## config.mk

```make
export PLATFORM = sky130hd
export DESIGN_NAME = frame_rx_ctrl
export DESIGN_NICKNAME = d
export VERILOG_FILES = /design/src/rtl/frame_rx_pkg.sv /design/src/rtl/frame_rx_datapath.sv /design/src/rtl/frame_rx_control.sv /design/src/rtl/frame_rx_ctrl.sv
export SDC_FILE = /design/constraint.sdc
export NUM_CORES = 1
export LEC_CHECK = 0
export ABC_AREA = 1
export CAP_MARGIN = 30
export CELL_PAD_IN_SITES_DETAIL_PLACEMENT = 0
export CELL_PAD_IN_SITES_GLOBAL_PLACEMENT = 1
export CORE_MARGIN = 10
export CORE_UTILIZATION = 43
export CTS_CLUSTER_DIAMETER = 40
export DETAILED_ROUTE_END_ITERATION = 10
export DONT_BUFFER_PORTS = 1
export MAX_ROUTING_LAYER = met4
export PLACE_DENSITY = 0.82
export RECOVER_POWER = 100
export SLEW_MARGIN = 20
export SYNTH_ARGS = -nofsm -noshare
export SYNTH_HDL_FRONTEND = slang
export SYNTH_SLANG_ARGS = --single-unit
```

## constraint.sdc

```tcl
create_clock -name clk -period 1.6 [get_ports clk]
set_clock_uncertainty 0.1 [all_clocks]
set_input_delay 0.16 -clock clk [delete_from_list [all_inputs] [get_ports clk]]
set_output_delay 0.16 -clock clk [all_outputs]
set_load 0.02 [all_outputs]
```

## src/rtl/frame_rx_pkg.sv

```systemverilog
package frame_rx_pkg;

  typedef enum logic [1:0] {
    ST_OFF  = 2'd0,
    ST_HUNT = 2'd1,
    ST_ADDR = 2'd2,
    ST_LOAD = 2'd3
  } rxState_t;

  // Strobes from control to datapath
  typedef struct packed {
    logic startFrame;  // clear assembler and holdback, latch CRC length
    logic takeBit;     // a valid bit this cycle belongs to the frame
  } dpCtrl_t;

endpackage

```

## src/rtl/frame_rx_datapath.sv

```systemverilog
module frame_rx_datapath
  import frame_rx_pkg::*;
#(
  parameter int DATA_W          = 8,
  parameter int SHORT_CRC_BYTES = 2,
  parameter int LONG_CRC_BYTES  = 4
) (
  input  logic              clk,
  input  logic              rstN,
  input  dpCtrl_t           ctrl,
  input  logic              crc32Sel,
  input  logic              bitIn,
  input  logic              bitValid,
  output logic              byteDone,
  output logic              payloadSeen,
  output logic              fifoWrEn,
  output logic [DATA_W-1:0] fifoWrData
);

  localparam int CNT_W    = (DATA_W > 1) ? $clog2(DATA_W) : 1;
  localparam int HOLD_MAX = (LONG_CRC_BYTES > SHORT_CRC_BYTES) ? LONG_CRC_BYTES : SHORT_CRC_BYTES;
  localparam int HCNT_W   = $clog2(HOLD_MAX + 1);

  logic [CNT_W-1:0]  bitCnt;
  logic [DATA_W-1:0] shiftReg;
  logic [DATA_W-1:0] newByte;
  logic [DATA_W-1:0] holdQ [HOLD_MAX];
  logic [HCNT_W-1:0] holdCnt;
  logic              longMode;
  logic              holdFull;
  logic [DATA_W-1:0] oldest;
  logic              bitTake;

  assign bitTake  = ctrl.takeBit & bitValid;
  assign newByte  = {bitIn, shiftReg[DATA_W-1:1]};   // first bit ends up in bit 0
  assign byteDone = bitTake & (bitCnt == CNT_W'(DATA_W - 1));
  assign holdFull = longMode ? (holdCnt == HCNT_W'(LONG_CRC_BYTES))
                             : (holdCnt == HCNT_W'(SHORT_CRC_BYTES));
  assign oldest   = longMode ? holdQ[LONG_CRC_BYTES-1] : holdQ[SHORT_CRC_BYTES-1];

  // Bit assembler and holdback fill level
  always_ff @(posedge clk or negedge rstN) begin
    if (!rstN) begin
      bitCnt      <= '0;
      shiftReg    <= '0;
      holdCnt     <= '0;
      longMode    <= 1'b0;
      payloadSeen <= 1'b0;
      fifoWrEn    <= 1'b0;
      fifoWrData  <= '0;
    end else begin
      fifoWrEn <= 1'b0;
      if (ctrl.startFrame) begin
        bitCnt      <= '0;
        holdCnt     <= '0;
        longMode    <= crc32Sel;
        payloadSeen <= 1'b0;
      end else if (bitTake) begin
        shiftReg <= newByte;
        if (byteDone) begin
          bitCnt <= '0;
          if (holdFull) begin
            fifoWrEn    <= 1'b1;
            fifoWrData  <= oldest;
            payloadSeen <= 1'b1;
          end else begin
            holdCnt <= holdCnt + HCNT_W'(1);
          end
        end else begin
          bitCnt <= bitCnt + CNT_W'(1);
        end
      end
    end
  end

  // Holdback shift register: entry 0 is the newest byte
  genvar gi;
  generate
    for (gi = 0; gi < HOLD_MAX; gi++) begin : g_hold
      always_ff @(posedge clk or negedge rstN) begin
        if (!rstN) begin
          holdQ[gi] <= '0;
        end else if (byteDone) begin
          if (gi == 0) holdQ[gi] <= newByte;
          else         holdQ[gi] <= holdQ[(gi > 0) ? gi - 1 : 0];
        end
      end
    end
  endgenerate

endmodule

```

## src/rtl/frame_rx_control.sv

```systemverilog
module frame_rx_control
  import frame_rx_pkg::*;
#(
  parameter int ADDR_BYTES = 1
) (
  input  logic    clk,
  input  logic    rstN,
  input  logic    swSetEnable,
  input  logic    clrDone,
  input  logic    clrAbort,
  input  logic    csmaMode,
  input  logic    hwAckMode,
  input  logic    bofDetect,
  input  logic    eofDetect,
  input  logic    collision,
  input  logic    addrHit,
  input  logic    addrGroup,
  input  logic    byteDone,
  input  logic    payloadSeen,
  output dpCtrl_t ctrl,
  output logic    rxEnable,
  output logic    rxDone,
  output logic    rxAbort,
  output logic    ackReq,
  output logic    rxGroup
);

  localparam int ABYTE_W = (ADDR_BYTES > 1) ? $clog2(ADDR_BYTES) : 1;

  rxState_t           state;
  logic [ABYTE_W-1:0] addrCnt;
  logic               inFrame;
  logic               collKill;
  logic               lastAddr;

  assign inFrame  = (state == ST_ADDR) || (state == ST_LOAD);
  assign collKill = inFrame & collision & csmaMode;
  assign lastAddr = (addrCnt == ABYTE_W'(ADDR_BYTES - 1));

  assign ctrl.startFrame = (state == ST_HUNT) & bofDetect;
  assign ctrl.takeBit    = inFrame & ~collKill & ~eofDetect;
  assign rxEnable        = (state != ST_OFF);

  always_ff @(posedge clk or negedge rstN) begin
    if (!rstN) begin
      state   <= ST_OFF;
      addrCnt <= '0;
      rxDone  <= 1'b0;
      rxAbort <= 1'b0;
      ackReq  <= 1'b0;
      rxGroup <= 1'b0;
    end else begin
      ackReq <= 1'b0;
      if (clrDone)  rxDone  <= 1'b0;
      if (clrAbort) rxAbort <= 1'b0;
      unique case (state)
        ST_OFF: begin
          if (swSetEnable) state <= ST_HUNT;
        end
        ST_HUNT: begin
          if (bofDetect) begin
            state   <= ST_ADDR;
            addrCnt <= '0;
          end
        end
        default: begin  // ST_ADDR, ST_LOAD
          if (collKill) begin
            if (payloadSeen) begin
              rxAbort <= 1'b1;
              state   <= ST_OFF;
            end else begin
              state <= ST_HUNT;
            end
          end else if (eofDetect) begin
            if (payloadSeen) begin
              rxDone <= 1'b1;
              ackReq <= hwAckMode & ~rxGroup;
              state  <= ST_OFF;
            end else begin
              state <= ST_HUNT;
            end
          end else if (byteDone && state == ST_ADDR) begin
            if (lastAddr) begin
              if (addrHit) begin
                state   <= ST_LOAD;
                rxGroup <= addrGroup;
              end else begin
                state <= ST_HUNT;
              end
            end else begin
              addrCnt <= addrCnt + ABYTE_W'(1);
            end
          end
        end
      endcase
    end
  end

endmodule

```

## src/rtl/frame_rx_ctrl.sv

```systemverilog
module frame_rx_ctrl
  import frame_rx_pkg::*;
#(
  parameter int DATA_W          = 8,
  parameter int ADDR_BYTES      = 1,
  parameter int SHORT_CRC_BYTES = 2,
  parameter int LONG_CRC_BYTES  = 4
) (
  input  logic              clk,
  input  logic              rstN,
  input  logic              swSetEnable,
  input  logic              clrDone,
  input  logic              clrAbort,
  input  logic              doneIrqEn,
  input  logic              csmaMode,
  input  logic              hwAckMode,
  input  logic              crc32Sel,
  input  logic              bitIn,
  input  logic              bitValid,
  input  logic              bofDetect,
  input  logic              eofDetect,
  input  logic              collision,
  input  logic              addrHit,
  input  logic              addrGroup,
  output logic              fifoWrEn,
  output logic [DATA_W-1:0] fifoWrData,
  output logic              rxEnable,
  output logic              rxDone,
  output logic              rxAbort,
  output logic              ackReq,
  output logic              rxGroup,
  output logic              irqReq
);

  dpCtrl_t ctrl;
  logic    byteDone;
  logic    payloadSeen;

  frame_rx_control #(.ADDR_BYTES(ADDR_BYTES)) u_control (
    .clk        (clk),
    .rstN       (rstN),
    .swSetEnable(swSetEnable),
    .clrDone    (clrDone),
    .clrAbort   (clrAbort),
    .csmaMode   (csmaMode),
    .hwAckMode  (hwAckMode),
    .bofDetect  (bofDetect),
    .eofDetect  (eofDetect),
    .collision  (collision),
    .addrHit    (addrHit),
    .addrGroup  (addrGroup),
    .byteDone   (byteDone),
    .payloadSeen(payloadSeen),
    .ctrl       (ctrl),
    .rxEnable   (rxEnable),
    .rxDone     (rxDone),
    .rxAbort    (rxAbort),
    .ackReq     (ackReq),
    .rxGroup    (rxGroup)
  );

  frame_rx_datapath #(
    .DATA_W         (DATA_W),
    .SHORT_CRC_BYTES(SHORT_CRC_BYTES),
    .LONG_CRC_BYTES (LONG_CRC_BYTES)
  ) u_datapath (
    .clk        (clk),
    .rstN       (rstN),
    .ctrl       (ctrl),
    .crc32Sel   (crc32Sel),
    .bitIn      (bitIn),
    .bitValid   (bitValid),
    .byteDone   (byteDone),
    .payloadSeen(payloadSeen),
    .fifoWrEn   (fifoWrEn),
    .fifoWrData (fifoWrData)
  );

  assign irqReq = rxDone & doneIrqEn;

endmodule

```

# --- Word level (Yosys, flattened, before mapping) ---
# Cells that the tools add are included.
word_totals:
  reg_bits: 64
  latch_bits: 0
  mem_bits_rw: 0
  mem_bits_ro: 0
  in_bits: 16
  out_inout_bits: 15
  elab_cells: 110
  memories: 0
classes:
  addsub: 3
  n_mul: 0
  div: 0
  n_lt_le_gt_ge: 0
  eq_ne: 12
  shift: 0
  n_mux: 45
  bitwise_logic: 16
  n_reduce_logical: 17
ops:
  columns: ["op", "n"]
  rows:
  - ["1-bit two-way mux", 28]
  - ["3-bit two-way mux", 7]
  - ["2-bit two-way mux", 7]
  - ["2-bit nonzero test", 5]
  - ["1-bit bitwise AND", 9]
  - ["8-bit two-way mux", 1]
  - ["2-bit inequality test (second input constant)", 4]
  - ["4-bit AND reduction", 2]
  - ["1-bit NOT", 7]
  - ["3-bit by 1-bit adder with 3-bit output (second input constant)", 2]
  - ["3-bit == test (second input constant)", 2]
  - ["3-bit AND reduction", 2]
  - ["6-bit AND reduction", 1]
  - ["5-bit inequality test (second input constant)", 1]
  - ["5-bit AND reduction", 1]
  - ["5-bit nonzero test", 1]
  - ["2-bit == test (second input constant)", 2]
  - ["2-bit one-hot mux with 2 select lines", 1]
  - ["3-bit by 2-bit == test with 1-bit output (second input constant)", 1]
  - ["2-bit by 1-bit == test with 1-bit output (second input constant)", 1]
  - ["2-bit zero test", 1]
  - ["2-bit by 1-bit inequality test with 1-bit output (second input constant)", 1]
  - ["1-bit one-hot mux with 2 select lines", 1]
  - ["2-bit AND reduction", 1]
  - ["other kinds (4)", 4]

# --- Longest topological paths before layout ---
# Gate-level depths: netlist of run 1.
logic_depth:
  depth_word: 14
  ltp_mapped: 9
  depth_no_buf: 9

# --- Modules after synthesis ---
# Synthesis of run 1 repeated with hierarchy kept, for this count alone.
unflattened:
  cells_unflattened: 313
  area_unflattened_um2: 2797.7
by_module_without_submodules:
  columns: ["mod", "n_inst", "cells_each", "area_per_inst_um2", "seq_area_each_um2"]
  rows:
  - ["frame_rx_datapath", 1, 264, 2443.6, 1401.3]
  - ["frame_rx_control", 1, 47, 346.6, 150.1]
  - ["frame_rx_ctrl", 1, 2, 7.5, 0.0]

# --- Least setup slack after synthesis of run 1 ---
# No wires, ideal clock.
synth_path:
  kind: "register to register"
  start: "register u_datapath.bitCnt[0]"
  end: "register u_control.state[0]"
  setup_time_ns: 0.117
  arrival_ns: 1.347
  t_required_ns: 1.383
  path_slack_ns: 0.037
  stages_incl_launch_ff: 8
  path_buffers: 0
  synth_period_minus_slack_ns: 1.563
  cell_sequence: "dfrtp_1 -> ha_1 -> ha_1 -> inv_1 -> o31ai_1 -> nand2_1 -> nand2_1 -> nand2_1"
synth_via:
  elab_chain_len: 5
synth_rtl:
  columns: ["item", "line", "source"]
  rows:
  - ["from (decl)", "frame_rx_datapath.sv:24", "logic [CNT_W-1:0] bitCnt;"]
  - ["from (signal assigned)", "frame_rx_datapath.sv:70", "bitCnt <= bitCnt + CNT_W'(1);"]
  - ["3-bit == test", "frame_rx_datapath.sv:36", "assign byteDone = bitTake & (bitCnt == CNT_W'(DATA_W - 1));"]
  - ["1-bit bitwise AND", "frame_rx_datapath.sv:36", null]
  - ["1-bit logical AND", "frame_rx_control.sv:82", "end else if (byteDone && state == ST_ADDR) begin"]
  - ["5-bit nonzero test (no line)", null, null]
  - ["4-bit AND reduction (no line)", null, null]
  - ["to (signal assigned)", "frame_rx_control.sv:80", "state <= ST_HUNT;"]
  - ["to (signal assigned)", "frame_rx_control.sv:85", "state <= ST_LOAD;"]
  - ["to (signal assigned)", "frame_rx_control.sv:88", "state <= ST_HUNT;"]
  - ["to (decl)", "frame_rx_control.sv:30", "rxState_t state;"]
# Every way passes these cells.
# A chain may end at the register's enable or synchronous reset.

# --- Worst setup path after layout of run 1 ---
layout_path:
  start: "register u_datapath.bitCnt[0]"
  end: "register u_datapath.holdQ[16] (netlist name)"
layout_via:
  elab_chain_len: 2
layout_rtl:
  columns: ["item", "line", "source"]
  rows:
  - ["3-bit == test", "frame_rx_datapath.sv:36", null]
  - ["1-bit bitwise AND", "frame_rx_datapath.sv:36", null]
  - ["to (signal, indexed assignment)", "frame_rx_datapath.sv:84", "if (gi == 0) holdQ[gi] <= newByte;"]
  - ["to (signal, indexed assignment)", "frame_rx_datapath.sv:85", "else holdQ[gi] <= holdQ[(gi > 0) ? gi - 1 : 0];"]
  - ["to (decl)", "frame_rx_datapath.sv:27", "logic [DATA_W-1:0] holdQ [HOLD_MAX];"]
# Every way passes these cells.

==> results of run 1 <==
[power breakdown]
part	switching, mW	total, mW	internal, mW
clock	0.570	1.49	0.915
combinational	0.561	0.899	0.338
sequential	0.145	1.91	1.77
[area by class of cell]
class / count / area [um^2] / area share [%]
well taps: 75 / 93.8 / 2.96
clock buffers: 12 / 145 / 4.57
clock inverters: 3 / 68.8 / 2.17
inverters: 36 / 135 / 4.26
repair buffers: 21 / 193 / 6.07
multi-input cells: 197 / 987 / 31.1
flip-flops and latches: 62 / 1550 / 48.9
[synthesized netlist by cell type, types with 2 or more instances]
| cell | number |
|---|---|
| sky130_fd_sc_hd__dfrtp_1 | 62 |
| sky130_fd_sc_hd__inv_2 | 2 |
| sky130_fd_sc_hd__inv_1 | 34 |
| sky130_fd_sc_hd__ha_1 | 3 |
| sky130_fd_sc_hd__clkbuf_1 | 2 |
| sky130_fd_sc_hd__buf_6 | 3 |
| sky130_fd_sc_hd__nand2_1 | 115 |
| sky130_fd_sc_hd__buf_2 | 4 |
| sky130_fd_sc_hd__o21ai_1 | 9 |
| sky130_fd_sc_hd__nand3_4 | 2 |
| sky130_fd_sc_hd__nor2_1 | 5 |
| sky130_fd_sc_hd__a21oi_1 | 2 |
| sky130_fd_sc_hd__nand3_1 | 13 |
| sky130_fd_sc_hd__nand2_2 | 2 |
| sky130_fd_sc_hd__nor2_8 | 2 |
| sky130_fd_sc_hd__o21ai_0 | 35 |
| sky130_fd_sc_hd__xor2_1 | 2 |
[worst paths after layout]
path                                 startpoint                     to  depth (start not counted)
setup / recovery           u_datapath.bitCnt[0]   u_datapath.holdQ[16]                          7
hold / removal                             rstN     u_control.state[1]                          0
setup reg to reg           u_datapath.bitCnt[0]   u_datapath.holdQ[16]                          7
hold reg to reg            u_datapath.holdQ[10]    u_datapath.holdQ[2]                          2
max in group asynchronous                  rstN  u_datapath.holdCnt[1]                          0
min in group clk                       bitValid    u_datapath.fifoWrEn                          2
[worst max-delay path, cell delays in order, from the launching register on]
cell and delay, ns:
sky130_fd_sc_hd__dfrtp_1 0.39, sky130_fd_sc_hd__ha_1 0.23, sky130_fd_sc_hd__ha_4 0.18, sky130_fd_sc_hd__inv_2 0.13, sky130_fd_sc_hd__nor2_8 0.08, sky130_fd_sc_hd__buf_4 0.17, sky130_fd_sc_hd__nand2_1 0.05, sky130_fd_sc_hd__o21ai_0 0.06
[flip-flops by register name, summed over array words and instances (netlist names)]
name                    flops
u_control.ackReq            1
u_control.rxAbort           1
u_control.rxDone            1
u_control.rxGroup           1
u_control.state             2
u_datapath.bitCnt           3
u_datapath.fifoWrData       8
u_datapath.fifoWrEn         1
u_datapath.holdCnt          3
u_datapath.holdQ           32
u_datapath.longMode         1
u_datapath.payloadSeen      1
u_datapath.shiftReg         7
[cell families (layout without fill, tap and decap cells)]
family	Yosys count	count (layout)	share of synthesized area (%)
AND/OR/NAND/NOR	144	144	24.4
AO/OA/AOI/OAI	48	48	8.95
buffers and inverters	46	72	7.75
adder cells (fa/ha/maj)	3	3	1.38
flip-flops	62	62	56.9
XOR/XNOR	2	2	0.642
[per-layer routing]
layer  wire [um]  up-vias  track usage (%)
met5           0        -                -
met1        2320      872             13.4
met4         125        0             6.62
met3         214       10             2.84
met2        2300       25             16.6
li1            -      996                -
[what timing repair did]
action | 4_1_cts | 5_1_grt
buffers inserted | 0 | 0
pin swaps | 0 | 2
setup endpoints to repair | 1 | 19
endpoints found under the hold margin | 71 | 62
gates resized for setup | 2 | 6
==> Flow_metrics.wiki, run 1 <==
{| class="wikitable"
! Metric !! Value
|-
| Run status || complete, but fails checks
|-
| Failing checks || negative hold slack
|-
| Post-Layout Inst Area || 3180 um^2
|-
| Clock sink count || 62
|-
| GR Util All Layers || 11.2%
|-
| Initial antenna violation count || 0
|-
| Post-synth cell types || 25
|-
| Shortest period the worst path allows || 1.51 ns
|-
| Global-route wire length before repair || 8870 um
|-
| Layout fillers || 575
|-
| Arrival @ worst endpoint || 1.62 ns
|-
| GRT Residual Overflow || 0
|-
| DPL Wire Length || 3420 um
|-
| Port bufs || 0
|-
| Leakage power total || 1.64 nW
|-
| Final period utilization || 94.2%
|-
| TritonCTS clock tree || built
|-
| Data required time at the worst endpoint || roughly 1.7 ns
|-
| ANT nets after route || 0
|-
| Vias per std cell || 4.69
|-
| Wire per inst || approximately 12 um
|-
| Number of detailed-route iterations in the first pass || 4
|-
| Width of the chip || between 90 and 100 um
|-
| CTS Buf Count || 9
|-
| Worst hold slack || -0.578 ns
|-
| Transition time at the pin with the least slew margin || about 0.27 ns
|-
| Number of enable-type register cells in the synthesized netlist || 0
|-
| Total via count after detailed routing || roughly 1900
|-
| Placed instance area || 2850 um^2
|-
| Insertion delay to the later sink of the worst-skew pair || 0.33 ns
|-
| Maximum number of pins on one net before global-route repair || 63
|-
| CTS Root Cell || sky130_fd_sc_hd__clkbuf_8
|-
| Share of post-route cells with drive strength above 1 || 12.1%
|-
| Number of buffers on the longest clock path || 2
|-
| Final setup fails || 0
|-
| Path type of the worst min-delay path || in2async
|-
| Final Max Slew Viols || 0
|-
| Routability cong. || 0.811
|-
| Nets || 346
|-
| Overall Power || 4.30 mW
|-
| Synthesized area || 2730 um^2
|-
| Largest area contributor in the netlist || sky130_fd_sc_hd__dfrtp_1
|-
| Max capacitance violation total || 0
|-
| Largest driver fanout on the critical path || 10
|-
| Setup repair after global routing missed its margin || no
|-
| Number of H-tree levels || 3
|-
| Net Count, Synth || 324
|-
| Area of the core || about 6000 um^2
|-
| Number of placed I/O pins || 31
|-
| Mean instance size in the synthesized netlist || 8.94 um^2
|-
| Synth Warn # || 0
|-
| Post-synthesis to final-layout area growth || 16.4%
|-
| WL final || 4960 um
|-
| Maximum clock frequency || 0.663 GHz
|-
| Commonest cells after routing, fill and taps aside || 114 x sky130_fd_sc_hd__nand2_1, 61 x sky130_fd_sc_hd__dfrtp_1, 40 x sky130_fd_sc_hd__o21ai_0, 33 x sky130_fd_sc_hd__inv_1, 13 x sky130_fd_sc_hd__nand3_1
|-
| Number of rows in the core area || 28
|-
| Final core utilization || 52.7%
|-
| Final Hold Violating Endpoints || 62
|-
| Power Dens Cells || 1350 nW/um^2
|-
| Die Y-Extent || 99.6 um
|-
| Capturing element type of the critical path || flip-flop
|-
| Prevailing post-synth register cell || sky130_fd_sc_hd__dfrtp_1
|-
| Post-layout instance count excluding filler cells || 406
|-
| Worst-case setup slack after placement || 0.00130 ns
|-
| Total inserted antenna cells || 0
|-
| Fraction of registers with async set/reset || 100%
|-
| Hold-fix buffers, CTS || 10
|-
| Leading cell types by total area after synthesis || sky130_fd_sc_hd__dfrtp_1 57%, sky130_fd_sc_hd__nand2_1 16%, sky130_fd_sc_hd__o21ai_0 6.4%
|-
| Most frequent standard cell in the layout excluding fill and tap cells || sky130_fd_sc_hd__nand2_1
|-
| Cells after Synth || 305
|-
| Category of the critical setup timing path || reg2reg
|-
| Starting Density || 45.3%
|-
| Relative slew slack || approximately 82%
|-
| Post-detailed-route DRC marker count || 0
|-
| Area share of the largest cell type after synthesis || 56.9%
|-
| Cell count after placement || 381
|-
| Area of the die || ~9900 um^2
|-
| CP startpoint kind || flip-flop
|-
| First DRT Iteration DRCs || 81
|-
| Portion of the post-synthesis area used by sequential elements || 56.9%
|-
| Number of global-route vias before repair || 1911
|-
| Worst vdd ir || 856 uV
|-
| Yosys reg bits || 62
|-
| Setup slack of the worst register-to-register path || 0.09 ns
|-
| Final WS setup || 0.0922 ns
|-
| Clock slew at reported path FFs || 0.06 ns
|-
| Final sum of negative setup slack || 0 ns
|}
No activity file was read; power rests on OpenSTA's default activity.
==> inputs of run 2 (changes only) <==
Settings changed: MAX_ROUTING_LAYER met4 to default.
==> run 2 against run 1 <==
The flow still finishes with violations (negative hold slack). Flip-flop and latch count unchanged. Register-to-register slack about the same. Worst hold slack worse by 0.0012 ns. Routed wire length down 0.71%. Sequential share of layout area unchanged. Cell area unchanged. Via count up 0.11%. Critical path type unchanged.
==> Flow_metrics.wiki, run 2 (synthesis gave the netlist of run 1 again) <==
{| class="wikitable"
! Metric !! Value
|-
| Number of rows in the core area || 28
|-
| Hold-fix buffers, CTS || 10
|-
| Cell count after placement || 381
|-
| Commonest cells after routing, fill and taps aside || 114 x sky130_fd_sc_hd__nand2_1, 61 x sky130_fd_sc_hd__dfrtp_1, 40 x sky130_fd_sc_hd__o21ai_0, 33 x sky130_fd_sc_hd__inv_1, 13 x sky130_fd_sc_hd__nand3_1
|-
| Layout fillers || 575
|-
| WL final || 4930 um
|-
| Width of the chip || 99.6 um
|-
| CP startpoint kind || flip-flop
|-
| Clock sink count || between 60 and 70
|-
| Global-route wire length before repair || between 8000 and 9000 um
|-
| Most frequent standard cell in the layout excluding fill and tap cells || sky130_fd_sc_hd__nand2_1
|-
| Worst vdd ir || between 800 and 900 uV
|-
| Final sum of negative setup slack || 0 ns
|-
| Setup slack of the worst register-to-register path || slightly above 0.09 ns
|-
| Power Dens Cells || roughly 1400 nW/um^2
|-
| Number of detailed-route iterations in the first pass || 4
|-
| Final setup fails || 0
|-
| Leakage power total || 1.64 nW
|-
| Category of the critical setup timing path || reg2reg
|-
| Combined area of the multi-input logic cells || 987 um^2
|-
| Largest driver fanout on the critical path || 10
|-
| Path type of the worst min-delay path || in2async
|-
| Setup repair after global routing missed its margin || no
|-
| Maximum number of pins on one net before global-route repair || 63
|-
| Post-detailed-route DRC marker count || 0
|-
| ANT nets after route || 0
|-
| Vias per std cell || 4.69
|-
| Transition time at the pin with the least slew margin || 0.268 ns
|-
| Relative slew slack || 82.2%
|-
| Die Y-Extent || 99.6 um
|-
| Shortest period the worst path allows || 1.51 ns
|-
| TritonCTS clock tree || built
|-
| Reg area || around 1600 um^2
|-
| Registers with the most flip-flops || u_datapath.holdQ: 32 flops, u_datapath.fifoWrData: 8 flops, u_datapath.shiftReg: 7 flops
|-
| Share of post-route cells with drive strength above 1 || 12.1%
|-
| Max capacitance violation total || 0
|-
| Final Max Slew Viols || 0
|-
| Endpoint of the worst register-to-register path || u_datapath.holdQ[16]
|-
| Number of buffers on the longest clock path || 2
|-
| Routability cong. || roughly 0.8
|-
| CTS Buf Count || 9
|-
| Number of global-route vias before repair || 1909
|-
| Clock slew at reported path FFs || approximately 0.060 ns
|-
| Largest register by flop count || u_datapath.holdQ
|-
| Run status || complete, but fails checks
|-
| Maximum clock frequency || 0.663 GHz
|-
| Post-layout instance count excluding filler cells || 406
|-
| Insertion delay to the later sink of the worst-skew pair || 0.33 ns
|-
| Starting Density || between 40% and 50%
|-
| Number of placed I/O pins || 31
|-
| Number of flip-flops in the largest register || 32
|-
| Final period utilization || 94.3%
|-
| Top cell family by delay on the critical path || adder cells
|-
| Capturing element type of the critical path || flip-flop
|-
| GRT Residual Overflow || 0
|-
| Cell with the largest stage delay on the worst path || sky130_fd_sc_hd__dfrtp_1
|-
| Post-synthesis to final-layout area growth || 16.4%
|-
| Reg-to-reg startpoint || u_datapath.bitCnt[0]
|-
| Wire per inst || 12.1 um
|-
| Area of the core || 6030 um^2
|-
| DPL Wire Length || 3420 um
|-
| Failing checks || negative hold slack
|-
| Total inserted antenna cells || 0
|-
| Initial antenna violation count || 0
|-
| First DRT Iteration DRCs || 92
|-
| CTS Root Cell || sky130_fd_sc_hd__clkbuf_8
|-
| GR Util All Layers || 10.9%
|-
| Port bufs || 0
|-
| Combined buffer and inverter count along the critical path || 2
|-
| Count of buffers added by post-CTS timing repair for setup || 0
|-
| Number of H-tree levels || 3
|-
| Area of the die || 9930 um^2
|-
| Cells along the critical path || ha_1 > ha_4 > inv_2 > nor2_8 > buf_4 > nand2_1 > o21ai_0
|-
| Data required time at the worst endpoint || between 1.5 and 2 ns
|-
| Final Hold Violating Endpoints || 62
|-
| Nets || 346
|-
| Total via count after detailed routing || 1905
|-
| Delay of the slowest cell on the worst path || just under 0.4 ns
|-
| Register-to-Register Path Depth || 7
|-
| Worst hold slack || -0.579 ns
|-
| Arrival @ worst endpoint || between 1.5 and 2 ns
|}
## run 2: area by class of cell
cell class / instances / area share, %
tap: 75 / 2.96
timing repair buffer: 21 / 6.07
sequential: 62 / 48.9
clock buffer: 12 / 4.57
multi-input combinational: 197 / 31.1
inverter: 36 / 4.26
clock inverter: 3 / 2.17
## run 2: layer usage
metal / share of wire, % / routed length [um] / GRT usage, % / up-vias
li1: - / - / - / 996
met1: 47 / 2300 / 13.5 / 873
met2: 46 / 2290 / 16.5 / 26
met3: 4.4 / 216 / 2.84 / 10
met4: 2.5 / 122 / 6.62 / 0
met5: 0 / 0 / 0 / -
## run 2: worst max path at each step
stage,cells after the start,end,slack (ns),from
after floorplan,7,u_control.state[0],0.04,u_datapath.bitCnt[0]
after global placement,8,u_control.state[0],0.02,u_datapath.bitCnt[0]
after detailed placement,7,u_datapath.holdQ[16],0.001,u_datapath.bitCnt[0]
after CTS,8,u_control.state[0],0.06,u_datapath.bitCnt[0]
after global routing,8,u_control.state[0],0.005,u_datapath.bitCnt[1]
final,7,u_datapath.holdQ[16],0.09,u_datapath.bitCnt[0]
## run 2: through the flow
stage                     power (mW)  cell area [um^2]  setup slack, ns  utilization, %  hold slack [ns]
after floorplan                 2.62              2730           0.0365               -           -0.236
after global placement          2.79              2850           0.0219            47.3           -0.234
after detailed placement        2.81              2850          0.00130            47.3           -0.234
after CTS                       4.34              3170           0.0561            52.6           -0.598
after global routing            4.60              3180          0.00455            52.7           -0.596
final                           4.30              3180           0.0920            52.7           -0.579
## run 2: what timing repair did
item	CTS	global route
setup endpoints to repair	1	19
hold endpoints to repair	71	62
resized for setup	2	6
pin swaps	0	2
## run 2: report_power, final
part	internal (mW)	switching, mW	total [mW]	leakage [nW]
Clock	0.915	0.577	1.49	0.107
Combinational	0.338	0.561	0.899	0.716
Sequential	1.77	0.145	1.91	0.814
==> inputs of run 3 (changes only) <==
==> constraint.sdc (replaced) <==
create_clock -name clk -period 1.6 [get_ports clk]
set_clock_uncertainty 0.1 [all_clocks]
set_input_delay 0.16 -clock clk [delete_from_list [all_inputs] [get_ports clk]]
set_output_delay 0.16 -clock clk [all_outputs]
set_load 0.01 [all_outputs]
==> run 3 against run 2 <==
The run still ends with negative hold slack left. Sequential share of layout area rose by 0.14 points. Cell area fell by 0.28%. Flip-flop and latch count did not move. Register-to-register slack barely moved. Critical path depth fell by 4. Sequential power barely moved. Routed wire length rose by 1.4%. Core utilization fell by 0.15 points. Critical path type unchanged. Critical endpoint is now u_control.rxAbort.
==> Flow_metrics.wiki, run 3 (synthesis gave the netlist of run 1 again) <==
{| class="wikitable"
! Metric !! Value
|-
| Clock sink count || 62
|-
| CTS Buf Count || 9
|-
| Category of the critical setup timing path || reg2reg
|-
| Capturing element type of the critical path || flip-flop
|-
| Insertion delay to the later sink of the worst-skew pair || 0.34 ns
|-
| Relative slew slack || between 80% and 90%
|-
| Nets || between 300 and 400
|-
| Final core utilization || 52.6%
|-
| Worst vdd ir || 1070 uV
|-
| Number of buffers on the longest clock path || 2
|-
| First DRT Iteration DRCs || 73
|-
| Number of flip-flops in the largest register || 32
|-
| Global-route wire length before repair || between 9000 and 10000 um
|-
| Layout fillers || 587
|-
| CP startpoint kind || flip-flop
|-
| Top cell family by delay on the critical path || buffers and inverters
|-
| Shortest period the worst path allows || 1.52 ns
|-
| Setup repair after global routing missed its margin || no
|-
| Number of placed I/O pins || 31
|-
| Vias per std cell || 4.68
|-
| Arrival @ worst endpoint || ~1.7 ns
|-
| Hold-fix buffers, CTS || 10
|-
| Width of the chip || 99.6 um
|-
| Maximum clock frequency || 0.657 GHz
|-
| Max capacitance violation total || 0
|-
| Maximum number of pins on one net before global-route repair || 63
|-
| Delay of the slowest cell on the worst path || 0.58 ns
|-
| Final Max Slew Viols || 0
|-
| Transition time at the pin with the least slew margin || 0.220 ns
|-
| Overall Power || between 4 and 5 mW
|-
| Port bufs || 0
|-
| Number of rows in the core area || 28
|-
| Combined buffer and inverter count along the critical path || 1
|-
| Registers with the most flip-flops || u_datapath.holdQ: 32 flops, u_datapath.fifoWrData: 8 flops, u_datapath.shiftReg: 7 flops
|-
| Number of H-tree levels || 3
|-
| Largest register by flop count || u_datapath.holdQ
|-
| Area of the core || 6030 um^2
|-
| GR Util All Layers || 11.3%
|-
| Leakage power total || 1.62 nW
|-
| Number of global-route vias before repair || 1960
|-
| Die Y-Extent || 99.6 um
|-
| Total via count after detailed routing || 1904
|-
| WL final || 4990 um
|-
| Routability cong. || ~0.78
|-
| Cell with the largest stage delay on the worst path || sky130_fd_sc_hd__dlygate4sd3_1
|-
| Failing checks || negative hold slack
|-
| Worst hold slack || -0.587 ns
|-
| Wire per inst || around 12 um
|-
| Post-synthesis to final-layout area growth || 16.1%
|-
| Final setup fails || 0
|-
| DPL Wire Length || 3360 um
|-
| Path type of the worst min-delay path || in2async
|-
| Commonest cells after routing, fill and taps aside || 114 x sky130_fd_sc_hd__nand2_1, 61 x sky130_fd_sc_hd__dfrtp_1, 36 x sky130_fd_sc_hd__o21ai_0, 33 x sky130_fd_sc_hd__inv_1, 13 x sky130_fd_sc_hd__nand3_1
|-
| CTS Root Cell || sky130_fd_sc_hd__clkbuf_8
|-
| Final period utilization || 95.2%
|-
| Initial antenna violation count || 0
|-
| Starting Density || 45.3%
|-
| Share of post-route cells with drive strength above 1 || 12.7%
|-
| Post-detailed-route DRC marker count || 0
|-
| ANT nets after route || 0
|-
| Largest driver fanout on the critical path || 5
|-
| Data required time at the worst endpoint || 1.77 ns
|-
| Total inserted antenna cells || 0
|-
| Cells along the critical path || nand3_2 > o22ai_1 > dlygate4sd3_1
|-
| GRT Residual Overflow || 0
|-
| Most frequent standard cell in the layout excluding fill and tap cells || sky130_fd_sc_hd__nand2_1
|-
| TritonCTS clock tree || built
|-
| Run status || complete, but fails checks
|-
| Number of detailed-route iterations in the first pass || 4
|-
| Area of the die || 9930 um^2
|-
| Power Dens Cells || 1350 nW/um^2
|-
| Final Hold Violating Endpoints || 62
|-
| Clock slew at reported path FFs || 0.07 ns
|}
run 3: cell count changes in the layout (fill, tap and decap cells not counted), sizes merged:
cell      change
clkbuf        -2
clkinv        +2
clkinvlp      +1
run 3: final cells by class:
type,instances,area (um^2),share of cell area (%)
clock buffer,10,128,4.03
multi-input combinational,197,978,30.9
clock inverter,6,86.3,2.73
timing repair buffer,21,193,6.08
inverter,36,135,4.27
sequential,62,1550,49.0
tap,75,93.8,2.96
run 3: final timing paths:
kind | end | from | slack [ns] | cells after the start
max | u_control.rxAbort | u_control.state[1] | 0.08 | 3
max in group asynchronous | u_datapath.payloadSeen | rstN | 1.87 | 0
min reg2reg | u_datapath.holdQ[5] | u_datapath.holdQ[13] | 0.37 | 2
min in group clk | u_datapath.bitCnt[2] | bofDetect | 0.02 | 3
min | u_control.state[1] | rstN | -0.59 | 0
max reg2reg | u_control.rxAbort | u_control.state[1] | 0.08 | 3
run 3: worst register-to-register path, stage by stage, from the launching register on:
cell                            delay, ns
sky130_fd_sc_hd__dfrtp_2             0.42
sky130_fd_sc_hd__nand3_2             0.18
sky130_fd_sc_hd__o22ai_1             0.18
sky130_fd_sc_hd__dlygate4sd3_1       0.58
run 3: what timing repair did:
| action | CTS | global route |
|---|---|---|
| hold endpoints to repair | 73 | 62 |
| gates resized for setup | 1 | 7 |
| setup buffers | 0 | 1 |
| pin swaps | 0 | 0 |
| setup endpoints to repair | 6 | 10 |
run 3: through the flow:
stage               setup TNS [ns]  cell area (um^2)  setup WS (ns)  cells  hold WS, ns
finish                           0              3170         0.0772    407       -0.587
global route                     0              3170        0.00303    407       -0.613
CTS                              0              3160         0.0138    406       -0.610
detailed placement         -0.0269              2850        -0.0161    380       -0.234
global placement                 0              2850        0.00721    380       -0.234
floorplan                        0              2730         0.0365    305       -0.236
run 3: power breakdown:
part | leakage, nW | internal, mW | switching, mW
logic | 0.702 | 0.326 | 0.553
registers | 0.814 | 1.77 | 0.147
clock network | 0.106 | 0.874 | 0.599
total | 1.62 | 2.97 | 1.30
run 3: layer usage:
metal  vias to the layer above  wire [um]  global-route usage [%]  share of wire (%)
met3                         8        208                    3.67                4.2
met5                         -          0                       0                  0
met2                        30       2290                    16.9                 46
met1                       868       2390                    13.9                 48
met4                         0        105                    6.95                2.1
li1                        998          -                       -                  -
